==> src/rtl/ctr_csr_pkg.sv <==
package ctr_csr_pkg;

    localparam int CNT_W = 64;

    typedef enum logic [1:0] {
        PRIV_U   = 2'd0,
        PRIV_S   = 2'd1,
        PRIV_RSV = 2'd2,
        PRIV_M   = 2'd3
    } priv_e;

    typedef enum logic [3:0] {
        CK_NONE,
        CK_UALIAS_LO,
        CK_UALIAS_HI,
        CK_UHPM,
        CK_MCNT_LO,
        CK_MCNT_HI,
        CK_MHPM,
        CK_EVENT,
        CK_UMASK,
        CK_SMASK
    } csr_kind_e;

    typedef struct packed {
        csr_kind_e  kind;
        logic [4:0] slot;
        logic       user_alias;
    } csr_class_t;

    localparam logic [11:0] BASE_USER_LO = 12'hC00;
    localparam logic [11:0] BASE_USER_HI = 12'hC80;
    localparam logic [11:0] BASE_MACH_LO = 12'hB00;
    localparam logic [11:0] BASE_MACH_HI = 12'hB80;
    localparam logic [11:0] BASE_SETUP   = 12'h320;

    localparam logic [4:0] SLOT_CYCLE   = 5'd0;
    localparam logic [4:0] SLOT_INSTRET = 5'd2;
    localparam logic [4:0] SLOT_HPM_LO  = 5'd3;
    localparam logic [4:0] SLOT_UMASK   = 5'd0;
    localparam logic [4:0] SLOT_SMASK   = 5'd1;

    function automatic logic is_count_slot(input logic [4:0] s);
        return (s == SLOT_CYCLE) || (s == SLOT_INSTRET);
    endfunction

    function automatic csr_class_t classify(input logic [11:0] a, input logic split);
        csr_class_t c;
        logic [11:0] base;
        logic [4:0]  s;
        base = {a[11:5], 5'b0};
        s    = a[4:0];
        c.kind = CK_NONE;
        c.slot = s;
        case (base)
            BASE_USER_LO: begin
                if (is_count_slot(s))       c.kind = CK_UALIAS_LO;
                else if (s >= SLOT_HPM_LO)  c.kind = CK_UHPM;
            end
            BASE_USER_HI: begin
                if (split && is_count_slot(s))      c.kind = CK_UALIAS_HI;
                else if (split && s >= SLOT_HPM_LO) c.kind = CK_UHPM;
            end
            BASE_MACH_LO: begin
                if (is_count_slot(s))       c.kind = CK_MCNT_LO;
                else if (s >= SLOT_HPM_LO)  c.kind = CK_MHPM;
            end
            BASE_MACH_HI: begin
                if (split && is_count_slot(s))      c.kind = CK_MCNT_HI;
                else if (split && s >= SLOT_HPM_LO) c.kind = CK_MHPM;
            end
            BASE_SETUP: begin
                if (s == SLOT_UMASK)        c.kind = CK_UMASK;
                else if (s == SLOT_SMASK)   c.kind = CK_SMASK;
                else if (s >= SLOT_HPM_LO)  c.kind = CK_EVENT;
            end
            default: c.kind = CK_NONE;
        endcase
        c.user_alias = (c.kind == CK_UALIAS_LO) || (c.kind == CK_UALIAS_HI) ||
                       (c.kind == CK_UHPM);
        return c;
    endfunction

endpackage

==> src/rtl/ctr_csr_decode.sv <==
module ctr_csr_decode
    import ctr_csr_pkg::*;
#(
    parameter int XLEN = 32
) (
    input  logic [11:0] addr,
    output csr_class_t  cls
);
    // High-word names exist only when the count is wider than one register.
    localparam logic SPLIT = (XLEN < CNT_W);

    always_comb begin
        cls = classify(addr, SPLIT);
    end
endmodule

==> src/rtl/ctr_csr_gate.sv <==
module ctr_csr_gate
    import ctr_csr_pkg::*;
#(
    parameter int XLEN = 32
) (
    input  logic [1:0]      priv,
    input  logic [XLEN-1:0] umask,
    input  logic [XLEN-1:0] smask,
    input  logic [4:0]      slot,
    output logic            allowed
);
    logic [XLEN-1:0] eff_mask;
    priv_e           level;

    always_comb begin
        level = priv_e'(priv);
        case (level)
            PRIV_U:  eff_mask = umask;
            PRIV_S:  eff_mask = smask;
            default: eff_mask = '1;
        endcase
        allowed = eff_mask[slot];
    end
endmodule

==> src/rtl/ctr_csr_masks.sv <==
module ctr_csr_masks #(
    parameter int XLEN = 32
) (
    input  logic            clk,
    input  logic            rst,
    input  logic            wr_user,
    input  logic            wr_super,
    input  logic [XLEN-1:0] wdata,
    output logic [XLEN-1:0] umask,
    output logic [XLEN-1:0] smask
);
    always_ff @(posedge clk) begin
        if (rst) begin
            umask <= '0;
            smask <= '0;
        end else begin
            if (wr_user)  umask <= wdata;
            if (wr_super) smask <= wdata;
        end
    end
endmodule

==> src/rtl/ctr_csr_count.sv <==
module ctr_csr_count
    import ctr_csr_pkg::*;
#(
    parameter int XLEN = 32
) (
    input  logic             clk,
    input  logic             rst,
    input  logic             retire,
    input  logic             wr_lo,
    input  logic             wr_hi,
    input  logic [XLEN-1:0]  wdata,
    output logic [CNT_W-1:0] count
);
    logic [CNT_W-1:0] lo_written;
    logic [CNT_W-1:0] hi_written;

    generate
        if (XLEN < CNT_W) begin : g_split
            assign lo_written = {count[CNT_W-1:XLEN], wdata};
            assign hi_written = {wdata[CNT_W-XLEN-1:0], count[XLEN-1:0]};
        end else begin : g_full
            assign lo_written = wdata[CNT_W-1:0];
            assign hi_written = count;
        end
    endgenerate

    always_ff @(posedge clk) begin
        if (rst) begin
            count <= '0;
        end else if (wr_lo) begin
            count <= lo_written;
        end else if (wr_hi) begin
            count <= hi_written;
        end else if (retire) begin
            count <= count + CNT_W'(1);
        end
    end
endmodule

==> src/rtl/ctr_csr_unit.sv <==
module ctr_csr_unit
    import ctr_csr_pkg::*;
#(
    parameter int XLEN = 32
) (
    input  logic            clk,
    input  logic            rst,
    input  logic [1:0]      priv,
    input  logic            retire,
    input  logic [11:0]     csr_addr,
    input  logic            csr_rd_en,
    input  logic            csr_wr_en,
    input  logic [XLEN-1:0] csr_wdata,
    output logic [XLEN-1:0] csr_rdata,
    output logic            csr_hit,
    output logic            csr_denied
);
    csr_class_t       cls;
    logic             allowed;
    logic [XLEN-1:0]  umask;
    logic [XLEN-1:0]  smask;
    logic [CNT_W-1:0] count_q;
    logic [XLEN-1:0]  cnt_lo;
    logic [XLEN-1:0]  cnt_hi;
    logic             wr_lo;
    logic             wr_hi;
    logic             wr_user;
    logic             wr_super;
    logic             cnt_write;

    ctr_csr_decode #(.XLEN(XLEN)) u_decode (
        .addr (csr_addr),
        .cls  (cls)
    );

    ctr_csr_gate #(.XLEN(XLEN)) u_gate (
        .priv    (priv),
        .umask   (umask),
        .smask   (smask),
        .slot    (cls.slot),
        .allowed (allowed)
    );

    assign wr_lo     = csr_wr_en && (cls.kind == CK_MCNT_LO);
    assign wr_hi     = csr_wr_en && (cls.kind == CK_MCNT_HI);
    assign wr_user   = csr_wr_en && (cls.kind == CK_UMASK);
    assign wr_super  = csr_wr_en && (cls.kind == CK_SMASK);
    assign cnt_write = wr_lo || wr_hi;

    ctr_csr_masks #(.XLEN(XLEN)) u_masks (
        .clk      (clk),
        .rst      (rst),
        .wr_user  (wr_user),
        .wr_super (wr_super),
        .wdata    (csr_wdata),
        .umask    (umask),
        .smask    (smask)
    );

    ctr_csr_count #(.XLEN(XLEN)) u_count (
        .clk    (clk),
        .rst    (rst),
        .retire (retire),
        .wr_lo  (wr_lo),
        .wr_hi  (wr_hi),
        .wdata  (csr_wdata),
        .count  (count_q)
    );

    assign cnt_lo = count_q[XLEN-1:0];

    generate
        if (XLEN < CNT_W) begin : g_hi_word
            assign cnt_hi = count_q[CNT_W-1 -: XLEN];
        end else begin : g_no_hi_word
            assign cnt_hi = '0;
        end
    endgenerate

    always_comb begin
        csr_rdata  = '0;
        csr_hit    = (cls.kind != CK_NONE);
        csr_denied = csr_rd_en && cls.user_alias && !allowed;
        case (cls.kind)
            CK_UALIAS_LO: if (allowed) csr_rdata = cnt_lo;
            CK_UALIAS_HI: if (allowed) csr_rdata = cnt_hi;
            CK_MCNT_LO:   csr_rdata = cnt_lo;
            CK_MCNT_HI:   csr_rdata = cnt_hi;
            CK_UMASK:     csr_rdata = umask;
            CK_SMASK:     csr_rdata = smask;
            default:      csr_rdata = '0;
        endcase
    end
endmodule

==> config.mk <==
export PLATFORM = sky130hd
export DESIGN_NAME = ctr_csr_unit
export DESIGN_NICKNAME = d
export VERILOG_FILES = /design/src/rtl/ctr_csr_pkg.sv /design/src/rtl/ctr_csr_decode.sv /design/src/rtl/ctr_csr_gate.sv /design/src/rtl/ctr_csr_masks.sv /design/src/rtl/ctr_csr_count.sv /design/src/rtl/ctr_csr_unit.sv
export SDC_FILE = /design/constraint.sdc
export NUM_CORES = 1
export LEC_CHECK = 0
export ABC_AREA = 1
export BUFFER_PORTS_ARGS = -buffer_cell sky130_fd_sc_hd__clkbuf_2
export CORE_MARGIN = 2
export CORE_UTILIZATION = 37
export CTS_CLUSTER_DIAMETER = 120
export DETAILED_ROUTE_END_ITERATION = 7
export PLACE_DENSITY = 0.54
export SLEW_MARGIN = 0
export SYNTH_ARGS = -nofsm -noshare
export SYNTH_HDL_FRONTEND = slang
export SYNTH_HIERARCHICAL = 1
export SYNTH_SLANG_ARGS = --single-unit
==> constraint.sdc <==
create_clock -name clk -period 8.8 [get_ports clk]
set_input_delay 1.76 -clock clk [delete_from_list [all_inputs] [get_ports clk]]
set_output_delay 1.76 -clock clk [all_outputs]
set_load 0.005 [all_outputs]
**Word level (Yosys, flattened, before mapping)**

Index checks and enable logic that the tools add are counted.

- Register bits after elaboration: 128
- Bits of input ports: 51
- Output and inout bits: 34
- Logic and storage cells: 60

- $add $sub $neg: 1
- $lt $le $gt $ge: 2
- Equality and inequality tests: 16
- Multiplexer cells: 19
- Bitwise logic cells: 1
- Reduce and logical (&&, ||, !) cells: 17

Operator list:

| kind | count |
|---|---|
| 32-bit case mux with 6 select lines | 1 |
| 64-bit 2-to-1 mux | 2 |
| 32-bit 2-to-1 mux | 3 |
| 64-bit by 1-bit adder with 64-bit output (second input constant) | 1 |
| 32-bit case mux with 2 select lines | 1 |
| 7-bit == test (second input constant) | 4 |
| 4-bit 2-to-1 mux | 5 |
| 4-bit case mux with 5 select lines | 1 |
| 4-bit by 2-bit == test with 1-bit output (second input constant) | 2 |
| 4-bit by 3-bit == test with 1-bit output (second input constant) | 2 |
| 4-bit == test (second input constant) | 2 |
| 7-bit by 5-bit == test with 1-bit output (second input constant) | 1 |
| 1-bit logical AND | 6 |
| 5-bit by 6-bit less-than comparator with 1-bit output (second input constant) | 1 |
| 3-bit 2-to-1 mux | 2 |
| 1-bit binary-select mux with 5-bit select | 1 |
| 5-bit by 1-bit == test with 1-bit output (second input constant) | 1 |
| 5-bit by 2-bit == test with 1-bit output (second input constant) | 1 |
| 5-bit by 2-bit greater-or-equal comparator with 1-bit output (second input constant) | 1 |
| 5-bit logical NOT | 1 |
| 4-bit by 1-bit == test with 1-bit output (second input constant) | 1 |
| 2-bit 2-to-1 mux | 2 |
| 2-bit AND reduction | 2 |
| 2-bit nonzero test | 2 |
| 8 further kinds | 10 |

**Logic depth before layout (Yosys ltp)**

Gate-level depths: netlist of run 1.

- Depth in word-level cells: 10
- Gate-level depth with buffers: 23
- Depth with buffers taken out: 20

**Cells and area by module**

The synthesis of run 1 kept the hierarchy.

By module, submodules not included:

| module | times used | cells an instance | area an instance (um2) | seq. area each (um2) |
|---|---|---|---|---|
| ctr_csr_count | 1 | 869 | 4852.2 | 1281.2 |
| ctr_csr_masks | 1 | 373 | 2568.7 | 1281.2 |
| ctr_csr_unit | 1 | 454 | 2068.2 | 0.0 |
| ctr_csr_gate | 1 | 207 | 883.3 | 0.0 |
| ctr_csr_decode | 1 | 69 | 339.1 | 0.0 |

**Worst setup path after synthesis of run 1**

OpenSTA, ideal clock, no wires.

- Path type: input port to output port
- From: input csr_addr[0]
- To: output csr_rdata[10]
- Data arrival time: 3.486 ns
- Data required time: 7.040 ns
- Slack: 3.554 ns
- Cell stages on the path: 16
- Path buffers: 5
- Path through: buf_4 -> buf_2 -> inv_1 -> buf_2 -> nand3_1 -> nand3_1 -> nand3_1 -> nand3_1 -> nand3_1 -> nand2_1 -> buf_2 -> clkbuf_1 -> nand4_1 -> nand2_1 -> inv_1 -> nand2_1

- Elaborated cells between the ends (all ways): 26
- Those cells by class: 1 x order compare; 8 x eq/ne; 15 x mux; 2 x reduce/logical

RTL lines:

| item | RTL line | source |
|---|---|---|
| start, declared | ctr_csr_unit.sv:10 | `input logic [11:0] csr_addr,` |
| 1-bit binary-select mux with 5-bit select (*) | ctr_csr_gate.sv:22 | `allowed = eff_mask[slot];` |
| 1-bit 2-to-1 mux (implied by the code) (*) | ctr_csr_gate.sv:22 |  |
| via allowed | ctr_csr_unit.sv:19 | `logic allowed;` |
| 32-bit 2-to-1 mux, on equally long branches | ctr_csr_unit.sv:86, ctr_csr_unit.sv:85 |  |
| 32-bit case mux with 6 select lines (*) | ctr_csr_unit.sv:84 | `case (cls.kind)` |
| end, declared | ctr_csr_unit.sv:14 | `output logic [XLEN-1:0] csr_rdata,` |

The timed path passes the listed nets; every way through them passes the cells marked *. The select of a mux whose other input is x is not followed.

**Worst setup path after layout of run 1**

- From: input priv[0]
- To: output csr_rdata[12]

- Longest elaborated chain between the ends: 6
- Elaborated cells between the ends (all ways): 8
- Those cells by class: 1 x eq/ne; 6 x mux; 1 x reduce/logical

RTL lines:

| item | RTL line | source |
|---|---|---|
| start, declared | ctr_csr_unit.sv:8 | `input logic [1:0] priv,` |
| 2-bit by 1-bit == test with 1-bit output or 2-bit logical NOT (tied branches) | ctr_csr_gate.sv:17 | `case (level)` |
| 32-bit case mux with 2 select lines (*) | ctr_csr_gate.sv:17 |  |
| 1-bit binary-select mux with 5-bit select (*) | ctr_csr_gate.sv:22 |  |
| 1-bit 2-to-1 mux (implied by the code) (*) | ctr_csr_gate.sv:22 |  |
| via allowed | ctr_csr_unit.sv:19 |  |
| 32-bit 2-to-1 mux, on equally long branches | ctr_csr_unit.sv:86, ctr_csr_unit.sv:85 |  |
| 32-bit case mux with 6 select lines (*) | ctr_csr_unit.sv:84 |  |

Marks and branches as above.

==> results of run 1 <==
==> worst max-delay path: cells and delay by family <==
| family | cells | cell delay, ns |
|---|---|---|
| and+or+nand+nor | 11 | 2.85 |
| buffers and inverters | 4 | 0.36 |
==> Yosys cell counts (all sizes together) <==
library cell / count / share of area
a211oi: 1 / 0.0012
nand4: 69 / 0.040
dfxtp: 128 / 0.24
a21oi: 72 / 0.034
xor2: 4 / 0.0033
o221ai: 2 / 0.0016
nand3: 251 / 0.12
inv: 238 / 0.084
o22ai: 2 / 0.0012
nand2: 624 / 0.22
o21a: 1 / 0.00070
clkinv: 3 / 0.0013
a31oi: 1 / 0.00058
and2: 1 / 0.00058
o21ai: 54 / 0.026
ha: 1 / 0.0012
nand3b: 10 / 0.0070
or2: 2 / 0.0012
xnor2: 4 / 0.0033
o21bai: 1 / 0.00070
buf: 71 / 0.045
nor2: 377 / 0.14
nor3: 9 / 0.0042
o211ai: 6 / 0.0042
clkbuf: 40 / 0.014
==> layer usage <==
layer,GRT usage,vias up,wire length (um)
li1,-,6210,-
met1,0.380,5771,19200
met5,0,-,0
met2,0.435,418,19000
met4,0.0809,0,973
met3,0.0433,66,2950
==> worst min path at each step <==
stage                            from           endpoint  slack, ns  depth (start not counted)
floorplan           u_masks/smask[15]  u_masks/smask[15]       0.46                          2
global placement    u_masks/smask[21]  u_masks/smask[21]       0.48                          2
detailed placement  u_masks/umask[28]  u_masks/umask[28]       0.48                          2
CTS                 u_masks/umask[28]  u_masks/umask[28]       0.49                          2
global route        u_masks/smask[14]  u_masks/smask[14]       0.51                          2
finish               u_masks/smask[2]   u_masks/smask[2]       0.49                          2
==> logic make-up after synthesis <==
| logic type | after synthesis | share of synthesized area |
|---|---|---|
| buffers and inverters | 352 | 0.143 |
| adders and majority gates | 1 | 0.00117 |
| AOI/OAI and AO/OA | 140 | 0.0701 |
| DFF | 128 | 0.239 |
| xor gates and xnor gates | 8 | 0.00654 |
| and+or+nand+nor | 1343 | 0.540 |
==> per-stage QoR <==
step | worst slack, ns | total power [mW] | util
after floorplan | 3.55 | 0.686 | -
after global placement | 2.26 | 0.735 | 0.390
after detailed placement | 2.10 | 0.736 | 0.390
after CTS | 2.09 | 1.48 | 0.411
after global routing | 1.65 | 1.51 | 0.411
final | 2.03 | 1.47 | 0.411
==> area by class of cell <==
class	instances	area [um2]
clock buffer	17	425
clock inverter	15	163
fill	3270	16900
inverter	241	910
multi-input combinational	1492	6680
sequential	128	2560
tap	384	480
timing repair buffer	98	538
==> sequential cells by signal, indices dropped and copies added, names as in the netlist <==
signal	flops
u_masks/smask	32
u_masks/umask	32
u_count/count	64
==> power breakdown <==
part | switching (mW) | internal (mW) | leakage (nW) | total, mW
registers | 0.00467 | 0.581 | 1.03 | 0.586
logic | 0.105 | 0.0345 | 4.06 | 0.140
clock network | 0.337 | 0.404 | 0.285 | 0.741
==> run metrics, run 1 <==
Num CTS Buffers 17; outcome finished, final reports clean; Initial Util 0.374; GRT Total Usage 0.273; Clock Tree Buf Depth 2; Remaining DRCs 0; Slew headroom 0.172; critical-path cell list clkbuf_2 > inv_1 > nor2_2 > nand2_1 > nand3_1 > nand3_1 > nand3_1 > nand3_1 > nand3_1 > nand2_2 > nand4_1 > nand2_1 > inv_1 > nand2_1 > clkbuf_2; vias in the first global route 11000; DP Wirelength 29900 um; Setup crit start priv[0]; layout cells sized above 1 0.0974; Tightest Hold Check Type register to register; GRT Residual Overflow 0; DR iter-0 viols 1201; Final Hold Vio Count 0; total power divided by cell area 125 nW/um2; Setup-failing EPs final 0; Yosys cell types 40; Post-Route WL 42100 um; FF-to-FF End u_count/count[57]; VDD IR max 113 uV; CTS tree yes; die extent in x 174 um; Crit. End Element output pin; mapped cell area 10700 um2; TritonCTS Sinks 128; root buf cell clkbuf_16; Critical path destination csr_rdata[12]; Max-cap violations 0; actual slew at the worst max-slew pin 1.24 ns; Initial DRT Pass Iterations 6; Final Skew 0.0114 ns; WP data arrival 5.01 ns; RSZ-0062 raised after global routing false; Avg Inst Size Synth 5.43 um2; Resize count post-CTS 0; Finished Cell Area 11800 um2; area delta synth->final 9.80%; register-to-register setup slack 6.56 ns; worst skew pair latency 0.43 ns; Mapped Cells 1972; ANT nets after route 0; first-pass GRT wire length 64000 um; leakage 5.38 nW; io pins 85; antenna violations before repair 0; crit start category primary input; Placement Cell Area 11200 um2; H-tree level count 4; slowest cell delay on critical path 0.89 ns; Crit Path Class primary input to output pin; flops & latches, synth 128; Final min period 6.77 ns; Final Net Count 2030; Seq/Total Area, Yosys 0.239; Post-CTS Setup Inserts 0; FF-to-FF Start u_count/count[32]; setup tns final 0 ns; row cnt 62; largest net degree at the start of global routing 66; antenna cells 0; worst r2r path cells 9; core region area 28600 um2; height of the die 174 um; gpl congestion 0.987; fin crit share 0.770; CTS clk-pin slew, worst paths 0.07 ns; port buffer count 84; commonest non-fill, non-tap cell in the layout nand2_1; Yosys warnings 6; fmax 148 MHz; DP Cell Count 2343; CTS Hold Buffers Added 0; Worst Path Required 7.04 ns; Most common cell on crit path nand3_1; commonest cells after routing, fill and taps aside 607 x nand2_1, 346 x nor2_1, 247 x nand3_1; slowest CP cell nor2_2; Final Non-Filler Cells 2375; worst-path maximum fanout 65; die footprint 30300 um2; fin. max-slew vios 0; Vias per Instance 5.25; Syn Nets 2024; WL per Instance 17.7 um; hold slack 0.487 ns; vias 12500
(Power assumes the default switching activity.)
==> inputs of run 2 (changes only) <==
clock period = 6.53 ns   (was 8.8 ns; I/O delays follow)
==> run metrics, run 2 (same netlist as run 1, synthesis figures left out) <==
fmax 189 MHz; Setup-failing EPs final 0 (unchanged); RSZ-0062 raised after global routing false; Final Skew 0.0158 ns (+0.00443 ns); setup tns final 0 ns (unchanged); WL per Instance 17.5 um (-1.2%); Initial DRT Pass Iterations 7 (+1); Num CTS Buffers 17 (unchanged); area delta synth->final 10.2%; vias in the first global route 11000 (-0.63%); Remaining DRCs 0 (unchanged); Resize count post-CTS 0 (unchanged); H-tree level count 4 (unchanged); antenna violations before repair 0 (unchanged); height of the die 174 um (unchanged); Placement Cell Area 11200 um2 (+0.34%); fin. max-slew vios 0 (unchanged); TritonCTS Sinks 128 (unchanged); hold_sp u_masks/smask[1]; Setup crit start csr_addr[0]; gpl congestion 0.989 (+0.24%); CTS Hold Buffers Added 0 (unchanged); ANT nets after route 0 (unchanged); antenna cells 0 (unchanged); Tightest Hold Check Type register to register; vias 12400 (-0.88%); commonest non-fill, non-tap cell in the layout nand2_1; fin crit share 0.810; WP data arrival 3.98 ns (-1.03 ns); Clock Tree Buf Depth 2 (unchanged); Fillers 3248 (-0.67%); root buf cell clkbuf_16; layout cells sized above 1 0.0997 (+0.00226); Finished Cell Area 11800 um2 (+0.38%); DP Wirelength 30600 um (+2.3%); port buffer count 84 (unchanged); CTS tree yes; row cnt 62 (unchanged); total power divided by cell area 168 nW/um2 (+35%); Vias per Instance 5.19 (-1.1%); FF-to-FF Start u_count/count[17]; die footprint 30300 um2 (unchanged); Worst Path Required 5.22 ns (-1.82 ns); biggest regs u_count/count: 64 flops, u_masks/smask: 32 flops, u_masks/umask: 32 flops; Final Hold Vio Count 0 (unchanged); actual slew at the worst max-slew pin 1.16 ns (-0.0737 ns); die extent in x 174 um (unchanged); Final Net Count 2035 (+0.25%); Max-cap violations 0 (unchanged); commonest cells after routing, fill and taps aside 607 x nand2_1, 346 x nor2_1, 247 x nand3_1; Slew headroom 0.224 (+0.0521); max FFs per register 64 (unchanged); CTS clk-pin slew, worst paths 0.07 ns (about the same); Initial Util 0.374 (unchanged); GRT Total Usage 0.271 (-0.00221); io pins 85 (unchanged); Post-CTS Setup Inserts 0 (unchanged); leakage 5.41 nW (+0.60%); GRT Residual Overflow 0 (unchanged); Post-Route WL 41700 um (-0.96%); Crit Path Class primary input to output pin; DR iter-0 viols 1172 (-2.4%); outcome finished, final reports clean; worst skew pair latency 0.43 ns (about the same); largest net degree at the start of global routing 65 (-1.5%); crit start category primary input; Final min period 5.29 ns; VDD IR max 151 uV (+33%); core region area 28600 um2 (unchanged); Crit. End Element output pin; Largest Register u_count/count; worst-path maximum fanout 52 (-20%); first-pass GRT wire length 63800 um (-0.35%)
-- run 2: worst max-delay path, stage by stage --
cell and delay [ns]:
clkbuf_2 0.27, inv_1 0.50, nand3_1 0.15, nand3_1 0.10
nand3_1 0.07, nand3_1 0.09, nand3_1 0.11, nand2_2 0.27
buf_4 0.53, nand4_1 0.16, nand2_1 0.12, inv_1 0.05
nand2_1 0.10, clkbuf_2 0.13
-- run 2: layout make-up --
cell class | instances | area, um2 | share of cell area
Multi-Input combinational cell | 1492 | 6680 | 0.566
Inverter | 241 | 910 | 0.0770
Clock buffer | 17 | 425 | 0.0360
Sequential cell | 128 | 2560 | 0.217
Clock inverter | 15 | 170 | 0.0144
Tap cell | 384 | 480 | 0.0407
Timing Repair Buffer | 103 | 576 | 0.0487
-- run 2: metal layers --
metal  GRT usage  part of all wire
met2       0.445              0.46
met3      0.0328             0.066
met4      0.0665             0.017
met1       0.377              0.46
met5           0                 0
-- run 2: worst paths after layout --
check | slack (ns) | end | depth (start not counted)
worst max-delay path | 1.24 | csr_rdata[16] | 14
worst min-delay path | 0.49 | u_masks/smask[1] | 2
worst max register to register | 4.32 | u_count/count[25] | 10
worst min register to register | 0.49 | u_masks/smask[1] | 2
-- run 2: power by group --
group	switching (mW)	internal, mW
clock network	0.436	0.576
logic	0.140	0.0479
registers	0.00613	0.783
-- run 2: metrics by stage --
| stage | power, mW | hold WS, ns | worst slack, ns | std cells | utilization |
|---|---|---|---|---|---|
| after floorplan | 0.925 | 0.458 | 2.19 | 1972 | - |
| after global placement | 0.991 | 0.476 | 1.33 | 2348 | 0.392 |
| after detailed placement | 0.993 | 0.477 | 1.29 | 2348 | 0.392 |
| after CTS | 2.00 | 0.485 | 1.27 | 2380 | 0.412 |
| after global routing | 2.06 | 0.501 | 0.997 | 2380 | 0.412 |
| final | 1.99 | 0.486 | 1.24 | 2380 | 0.412 |
